<file path="config.mk">
export PLATFORM = sky130hd
export DESIGN_NAME = dma_regfile
export DESIGN_NICKNAME = d
export VERILOG_FILES = /design/src/rtl/dma_regfile.sv
export SDC_FILE = /design/constraint.sdc
export NUM_CORES = 1
export LEC_CHECK = 0
export BUFFER_PORTS_ARGS = -buffer_cell sky130_fd_sc_hd__buf_2
export CELL_PAD_IN_SITES_DETAIL_PLACEMENT = 1
export CELL_PAD_IN_SITES_GLOBAL_PLACEMENT = 1
export CORE_MARGIN = 2
export CORE_UTILIZATION = 39
export DETAILED_ROUTE_END_ITERATION = 8
export PLACE_DENSITY = 0.83
export SYNTH_ARGS = -nofsm -noshare
export SYNTH_HDL_FRONTEND = slang
export SYNTH_SLANG_ARGS = --single-unit
</file>
<file path="constraint.sdc">
create_clock -name clk -period 3 [get_ports clk]
set_input_delay 0.6 -clock clk [delete_from_list [all_inputs] [get_ports clk]]
set_output_delay 0.6 -clock clk [all_outputs]
set_load 0.03 [all_outputs]
</file>
<file path="src/rtl/dma_regfile.sv">
module dma_regfile (
  input  logic        clk,
  input  logic        rst_n,
  input  logic [3:0]  io_addr,
  input  logic [7:0]  io_wdata,
  input  logic        io_wr,
  input  logic        io_rd,
  output logic [7:0]  io_rdata,
  input  logic        eng_we,
  input  logic [1:0]  eng_ch,
  input  logic [15:0] eng_addr,
  input  logic [15:0] eng_cnt,
  input  logic        eng_tc,
  output logic [3:0]  mask_o,
  output logic [7:0]  cmd_o,
  output logic [3:0]  req_o,
  output logic [23:0] mode_o,
  output logic [63:0] base_addr_o,
  output logic [63:0] base_cnt_o,
  output logic [63:0] cur_addr_o,
  output logic [63:0] cur_cnt_o
);
  localparam int NCH = 4;

  logic       ff;
  logic [3:0] mask, req, tc;
  logic [7:0] cmd;

  wire       rd      = io_rd & ~io_wr;
  wire       chan    = ~io_addr[3];
  wire [1:0] pch     = io_addr[2:1];
  wire       acc     = chan & (io_wr | rd);
  wire       w_cmd   = io_wr && io_addr == 4'h8;
  wire       w_req   = io_wr && io_addr == 4'h9;
  wire       w_smask = io_wr && io_addr == 4'hA;
  wire       w_mode  = io_wr && io_addr == 4'hB;
  wire       w_clrff = io_wr && io_addr == 4'hC;
  wire       w_mclr  = io_wr && io_addr == 4'hD;
  wire       w_clrm  = io_wr && io_addr == 4'hE;
  wire       w_mall  = io_wr && io_addr == 4'hF;
  wire       st_rd   = rd && io_addr == 4'h8;
  wire [3:0] tc_set  = eng_tc ? (4'b0001 << eng_ch) : 4'b0000;

  always_ff @(posedge clk) begin
    if (!rst_n)                ff <= 1'b0;
    else if (w_mclr | w_clrff) ff <= 1'b0;
    else if (acc)              ff <= ~ff;
  end

  always_ff @(posedge clk) begin
    if (!rst_n) begin
      mask <= 4'hF;
      req  <= 4'h0;
      tc   <= 4'h0;
      cmd  <= 8'h00;
    end else if (w_mclr) begin
      mask <= 4'hF;
      req  <= 4'h0;
      tc   <= 4'h0;
      cmd  <= 8'h00;
    end else begin
      tc <= (st_rd ? 4'h0 : tc) | tc_set;
      if (w_cmd) cmd <= io_wdata;
      if (w_req) req[io_wdata[1:0]] <= io_wdata[2];
      if (w_smask) mask[io_wdata[1:0]] <= io_wdata[2];
      else if (w_clrm) mask <= 4'h0;
      else if (w_mall) mask <= io_wdata[3:0];
    end
  end

  for (genvar i = 0; i < NCH; i++) begin : g_ch
    logic [15:0] ba, ca, bc, cc;
    logic [5:0]  md;
    wire hw   = io_wr && chan && pch == 2'(i);
    wire hw_a = hw && !io_addr[0];
    wire hw_c = hw &&  io_addr[0];
    wire ew   = eng_we && eng_ch == 2'(i);

    always_ff @(posedge clk) begin
      if (!rst_n) begin
        ba <= '0; ca <= '0; bc <= '0; cc <= '0; md <= '0;
      end else begin
        if (hw_a) begin
          if (ff) begin ba[15:8] <= io_wdata; ca[15:8] <= io_wdata; end
          else    begin ba[7:0]  <= io_wdata; ca[7:0]  <= io_wdata; end
        end else if (ew) ca <= eng_addr;
        if (hw_c) begin
          if (ff) begin bc[15:8] <= io_wdata; cc[15:8] <= io_wdata; end
          else    begin bc[7:0]  <= io_wdata; cc[7:0]  <= io_wdata; end
        end else if (ew) cc <= eng_cnt;
        if (w_mode && io_wdata[1:0] == 2'(i)) md <= io_wdata[7:2];
      end
    end

    assign base_addr_o[16*i +: 16] = ba;
    assign cur_addr_o[16*i +: 16]  = ca;
    assign base_cnt_o[16*i +: 16]  = bc;
    assign cur_cnt_o[16*i +: 16]   = cc;
    assign mode_o[6*i +: 6]        = md;
  end

  wire [15:0] sel = io_addr[0] ? cur_cnt_o[{pch, 4'b0000} +: 16]
                               : cur_addr_o[{pch, 4'b0000} +: 16];

  assign io_rdata = chan ? (ff ? sel[15:8] : sel[7:0])
                  : (io_addr == 4'h8) ? {req, tc} : 8'h00;
  assign mask_o = mask;
  assign cmd_o  = cmd;
  assign req_o  = req;

  a_r3_toggle: assert property (@(posedge clk) disable iff (!rst_n)
    acc |=> ff != $past(ff));
  a_r3_clear_ptr: assert property (@(posedge clk) disable iff (!rst_n)
    w_clrff |=> !ff);
  a_r7_master_clear: assert property (@(posedge clk) disable iff (!rst_n)
    w_mclr |=> mask_o == 4'hF && cmd_o == 8'h00 && req_o == 4'h0 && tc == 4'h0 && !ff);
  a_r6_clear_mask: assert property (@(posedge clk) disable iff (!rst_n)
    w_clrm |=> mask_o == 4'h0);
  a_r11_tc_kept: assert property (@(posedge clk) disable iff (!rst_n)
    (eng_tc && !w_mclr) |=> tc[$past(eng_ch)]);
  a_r10_base_hold: assert property (@(posedge clk) disable iff (!rst_n)
    !io_wr |=> $stable(base_addr_o) && $stable(base_cnt_o));
  a_r13_no_ptr_move: assert property (@(posedge clk) disable iff (!rst_n)
    (!io_wr && !(io_rd && chan)) |=> $stable(ff));
endmodule

</file>
After elaboration in Yosys (flattened, before gate mapping) --
Index checks and enable logic that the tools add are counted.
Storage, ports and cells: input bits 52, output and inout port bits 304, logic and storage cells 197, register bits after elaboration 301
Cells by class: mux-type cells 31, bitwise operators 9, order comparisons 2, shift-type cells 3, reduce and logical (&&, ||, !) cells 78, eq/ne operators 33
Operators by type and width (number):
- 2-to-1 mux 16 bit | 17
- variable part select 64 x 7 -> 16 bit | 2
- AND reduction 2 bit | 32
- 2-to-1 mux 8 bit | 5
- == test 4 bit, second input constant | 8
- != test 2 bit, second input constant | 16
- logical AND 1 bit | 31
- 2-to-1 mux 4 bit | 5
- nonzero test 2 bit | 8
- == test 2 bit, second input constant | 6
- bitwise mux 4 bit | 2
- == test 2 x 1 -> 1 bit, second input constant | 3
- zero test 2 bit | 3
- NOT 1 bit | 4
- OR 4 bit | 1
- OR reduction 2 bit | 2
- << shifter 1 x 2 -> 4 bit, first input constant | 1
- < comparator 2 x 3 -> 1 bit, second input constant | 1
- nonzero test 3 bit | 1
- bitwise AND 1 bit | 2
- demux 1 bit (select 2 bit) | 1
- >= comparator 2 x 1 -> 1 bit, second input constant | 1
- OR 1 bit | 2
- zero test 1 bit | 1
- 2-to-1 mux 1 bit | 1

Depth between registers and ports, before layout --
word-level depth 6, depth in mapped cells 10, mapped depth without buffers 5

Worst setup path before layout --
Ideal clock, no wire load.
kind input-to-output, start in io_addr[1], end out io_rdata[7], path buffers 3, stages on the path 7, path slack 0.096 ns, data arrival time 2.304 ns, cells stage by stage buf_4 > buf_2 > buf_1 > o22ai_1 > nor2_1 > a21oi_1 > o31ai_1
Between the ends: word-level cells in the longest chain between the ends 4
RTL lines:
- start: declaration | RTL line 4 | input logic [3:0] io_addr,
- variable part select 64 x 7 -> 16 bit (on tied branches) | RTL line 103, 102
- 2-to-1 mux 16 bit | RTL line 102 | wire [15:0] sel = io_addr[0] ? cur_cnt_o[{pch, 4'b0000} +: 16]
- 2-to-1 mux 8 bit | RTL line 105 | assign io_rdata = chan ? (ff ? sel[15:8] : sel[7:0])
- 2-to-1 mux 8 bit * | RTL line 105
- end: declaration | RTL line 8 | output logic [7:0] io_rdata,
Every way passes the cells marked *; elsewhere a longest branch is shown, timed or not.

Worst setup path after layout --
start in io_addr[0], end out io_rdata[3]
Between the ends: word-level cells in the longest chain between the ends 3
RTL lines (RTL line):
- == test 4 bit or 2-to-1 mux 16 bit (tied branches) | 106, 102
- 2-to-1 mux 8 bit (on tied branches) | 106, 105
- 2-to-1 mux 8 bit * | 105
Marked as above.

==> Implementation_results.wiki <==
{| class="wikitable"
! Metric !! Value
|-
| Remaining global-route overflow || 0
|-
| Total internal power || 7.20 mW
|-
| Yosys warns || 0
|-
| RSZ-0062 raised after global routing || no
|-
| H-tree depth || 2
|-
| Sw frac || 0.285
|-
| Max_slew headroom || 0.450
|-
| Number of distinct library cells after synthesis || 65
|-
| First-pass GRT wire length || 89800 um
|-
| Number of optimization iterations in the first detailed-route pass || 6
|-
| FMAX || 345 MHz
|-
| Height of the die || 190 um
|-
| Portion of total power attributed to sequential cells || 0.426
|-
| Final-report hold violation count || 0
|-
| Crit path max-delay cell type || a221o_1
|-
| Routed wire per std cell || 26.6 um
|-
| Startpoint type of the worst setup path || input pin
|-
| Proportion of synthesized flip-flops having asynchronous set or reset || 0
|-
| Die boundary width || 190 um
|-
| CP arrival || 2.29 ns
|-
| Sequential cell area in the final layout || 6030 um2
|-
| Crit Path Max Fanout || 9
|-
| Largest net degree at the start of global routing || 110
|-
| Boundary pin count || 356
|-
| Area of all placed cells without fillers || 17200 um2
|-
| Combined buffer and inverter count along the critical path || 3
|-
| Series of cell instances along the critical path || clkbuf_4 > buf_4 > mux2i_1 > a22oi_1 > o311ai_0 > a21oi_1 > a221o_1 > buf_2
|-
| Maximum number of buffers from clock root to sink || 3
|-
| Top_reg_cell synth || dfxtp_1
|-
| Post-Route Utilization || 0.499
|-
| Multi-input gate area in the final layout || 6840 um2
|-
| Vias in the first global route || 13802
|-
| Antenna violations before repair || 1
|-
| EDFF count, synth || 0
|-
| Clk sink count || 301
|-
| Worst slew pin tran || 0.826 ns
|-
| Routed vias || 13746
|-
| Minimum setup slack after placement || 0.0253 ns
|-
| Post-route clock period utilization || 0.965
|-
| Worst IR drop on VDD || 0.000420 V
|-
| Final max-slew violation count || 0
|-
| Skew final || 0.0124 ns
|-
| Clock latency on the worst-skew pair || 0.54 ns
|-
| Final WL || 62100 um
|-
| Fill cell total of the finished layout || 4092
|-
| Post-layout net count || 1909
|-
| Post-route minimum period || 2.89 ns
|-
| TritonCTS clock tree || yes
|-
| Leak || 7.85 nW
|-
| # resized after CTS || 0
|-
| Layout overhead on the synthesized area || 26.6%
|-
| Number of DRC markers after the initial detailed-route iteration || 1314
|-
| Share of power burned in combinational logic || 0.135
|-
| Post-layout worst setup margin || 0.105 ns
|-
| Antenna Nets Post-Route || 0
|-
| Hold crit path type || in -> reg
|-
| Starting Density || 0.394
|-
| Synthesized flop and latch total || 301
|-
| Most frequent cells in the layout || buf_2 (353), dfxtp_1 (300), nor2_1 (204), nand2_1 (201), mux2i_1 (157)
|-
| Number of max-capacitance violations reported || 0
|-
| Sequential share of the synthesized area || 0.445
|-
| Required time of the critical path || 2.40 ns
|-
| Count of unresolved DRC violations after routing || 0
|-
| Row count || 68
|-
| Result of the run || complete, no violations
|-
| Placer Congestion || 0.930
|-
| Share of total power in the clock network || 0.439
|-
| CP Capture Type || primary output
|-
| Area of the core || 34400 um2
|-
| Clock edge transition at the registers on the reported setup and hold paths || 0.06 ns
|-
| NetSw || 2.87 mW
|-
| Final Hold Slack || 0.405 ns
|-
| Cell chosen for the clock root || clkbuf_16
|-
| Fraction of layout instances using a drive strength above 1 || 0.301
|-
| Total Negative Setup Slacks || 0 ns
|-
| Avg Cell Area, Syn || 8.87 um2
|-
| Avg Vias per Cell || 5.89
|-
| Number of instances in the synthesized netlist || 1528
|-
| Final setup violation count || 0
|-
| Detail Placement HPWL || 45600 um
|-
| Hold-fix buffers, CTS || 0
|-
| DIE AREA || 36300 um2
|-
| Max incr delay on CP || 0.34 ns
|-
| Area of the mapped netlist || 13600 um2
|-
| Placed inst area || 16000 um2
|-
| Number of nets in the synthesized netlist || 1580
|-
| Top cell family by delay on the critical path || compound AO/OA/AOI/OAI gates
|-
| Tot GR Track Use || 0.333
|-
| Port Buf Inserts || 355
|-
| Post-CTS Setup Inserts || 0
|-
| Number of clock buffers inserted by TritonCTS || 35
|-
| Power per Cell Area || 587 nW/um2
|-
| Leading cell type in the layout, fill and taps excluded || buf_2
|-
| Crit Path Category || in -> out
|}
## metal layers
layer / up-vias / track usage / routed length [um]
li1: 6080 / - / -
met2: 653 / 0.550 / 28900
met4: 0 / 0.136 / 2620
met3: 168 / 0.0766 / 5180
met1: 6845 / 0.419 / 25300
met5: - / 0 / 0
## power by group through the flow
stage	Sequential [mW]	Combinational (mW)	Clock (mW)
floorplan	4.52	0.614	0
global placement	4.36	1.31	0
detailed placement	4.37	1.34	0
CTS	4.28	1.34	4.46
global route	4.29	1.43	4.61
finish	4.29	1.36	4.41
## cell usage after synthesis (3+ instances only)
| library cell | instances | area, um2 |
|---|---|---|
| nor2_2 | 9 | 56.3 |
| a22oi_1 | 6 | 45.0 |
| o21ai_2 | 7 | 61.3 |
| nor3_1 | 10 | 50.1 |
| o21ai_0 | 77 | 385 |
| nand3_1 | 56 | 280 |
| a211oi_1 | 19 | 143 |
| mux2i_1 | 157 | 1570 |
| nand2b_1 | 8 | 50.1 |
| clkbuf_1 | 86 | 323 |
| a221o_1 | 4 | 40.0 |
| nand3_2 | 4 | 40.0 |
| nand3b_1 | 4 | 30.0 |
| buf_2 | 35 | 175 |
| buf_1 | 7 | 26.3 |
| nor3b_1 | 3 | 22.5 |
| a21boi_0 | 18 | 135 |
| nor2b_1 | 26 | 163 |
| mux2_2 | 19 | 214 |
| nor2_1 | 204 | 766 |
| o211a_1 | 27 | 270 |
| dfxtp_1 | 301 | 6030 |
| o22ai_1 | 14 | 87.6 |
| buf_4 | 17 | 128 |
| nand2_1 | 201 | 754 |
| a21oi_1 | 64 | 320 |
| buf_6 | 4 | 45.0 |
| a221oi_1 | 4 | 35.0 |
| mux4_2 | 6 | 135 |
| a311oi_1 | 81 | 709 |
## cell families after synthesis
group,after synthesis,synth area share
AND/OR/NAND/NOR,545,0.177
AO/OA/AOI/OAI,346,0.182
flip-flops,301,0.445
multiplexers,184,0.144
buffers and inverters,152,0.0523
## registers in the layout, indices dropped and copies added (netlist names)
register  flops
cmd_o         8
ff            1
g_ch.bc      64
g_ch.ca      64
g_ch.cc      64
req_o         4
g_ch.ba      64
mask_o        4
g_ch.md      24
tc            4
## tightest hold or removal path: cells and delay by family
kind                   cells  cell delay (ns)
and+or+nand+nor            1             0.08
buffers and inverters      1             0.11
AOI/OAI and AO/OA          1             0.11
## path summary, 6_finish.rpt
check             start             end  slack (ns)  cells after the start
max          io_addr[0]     io_rdata[3]        0.11                      8
min              eng_tc           tc[3]        0.40                      3
max reg2reg          ff  g_ch[2].ca[15]        0.55                      5
min reg2reg    cmd_o[2]        cmd_o[2]        0.45                      2
## stage by stage
stage	instances	total power, mW
floorplan	1528	5.13
detailed placement	2275	5.71
CTS	2333	10.1
global placement	2275	5.68
global route	2334	10.3
finish	2334	10.1
## area by class of cell
class / instances / area share
flip-flops and latches: 301 / 0.352
clock buffers: 47 / 0.0578
clock inverters: 11 / 0.0103
diodes: 1 / 0.000146
multi-input cells: 1075 / 0.399
well taps: 455 / 0.0332
inverters: 3 / 0.000948
repair buffers: 441 / 0.147
Note: power is estimated with default switching activity, not from simulation.
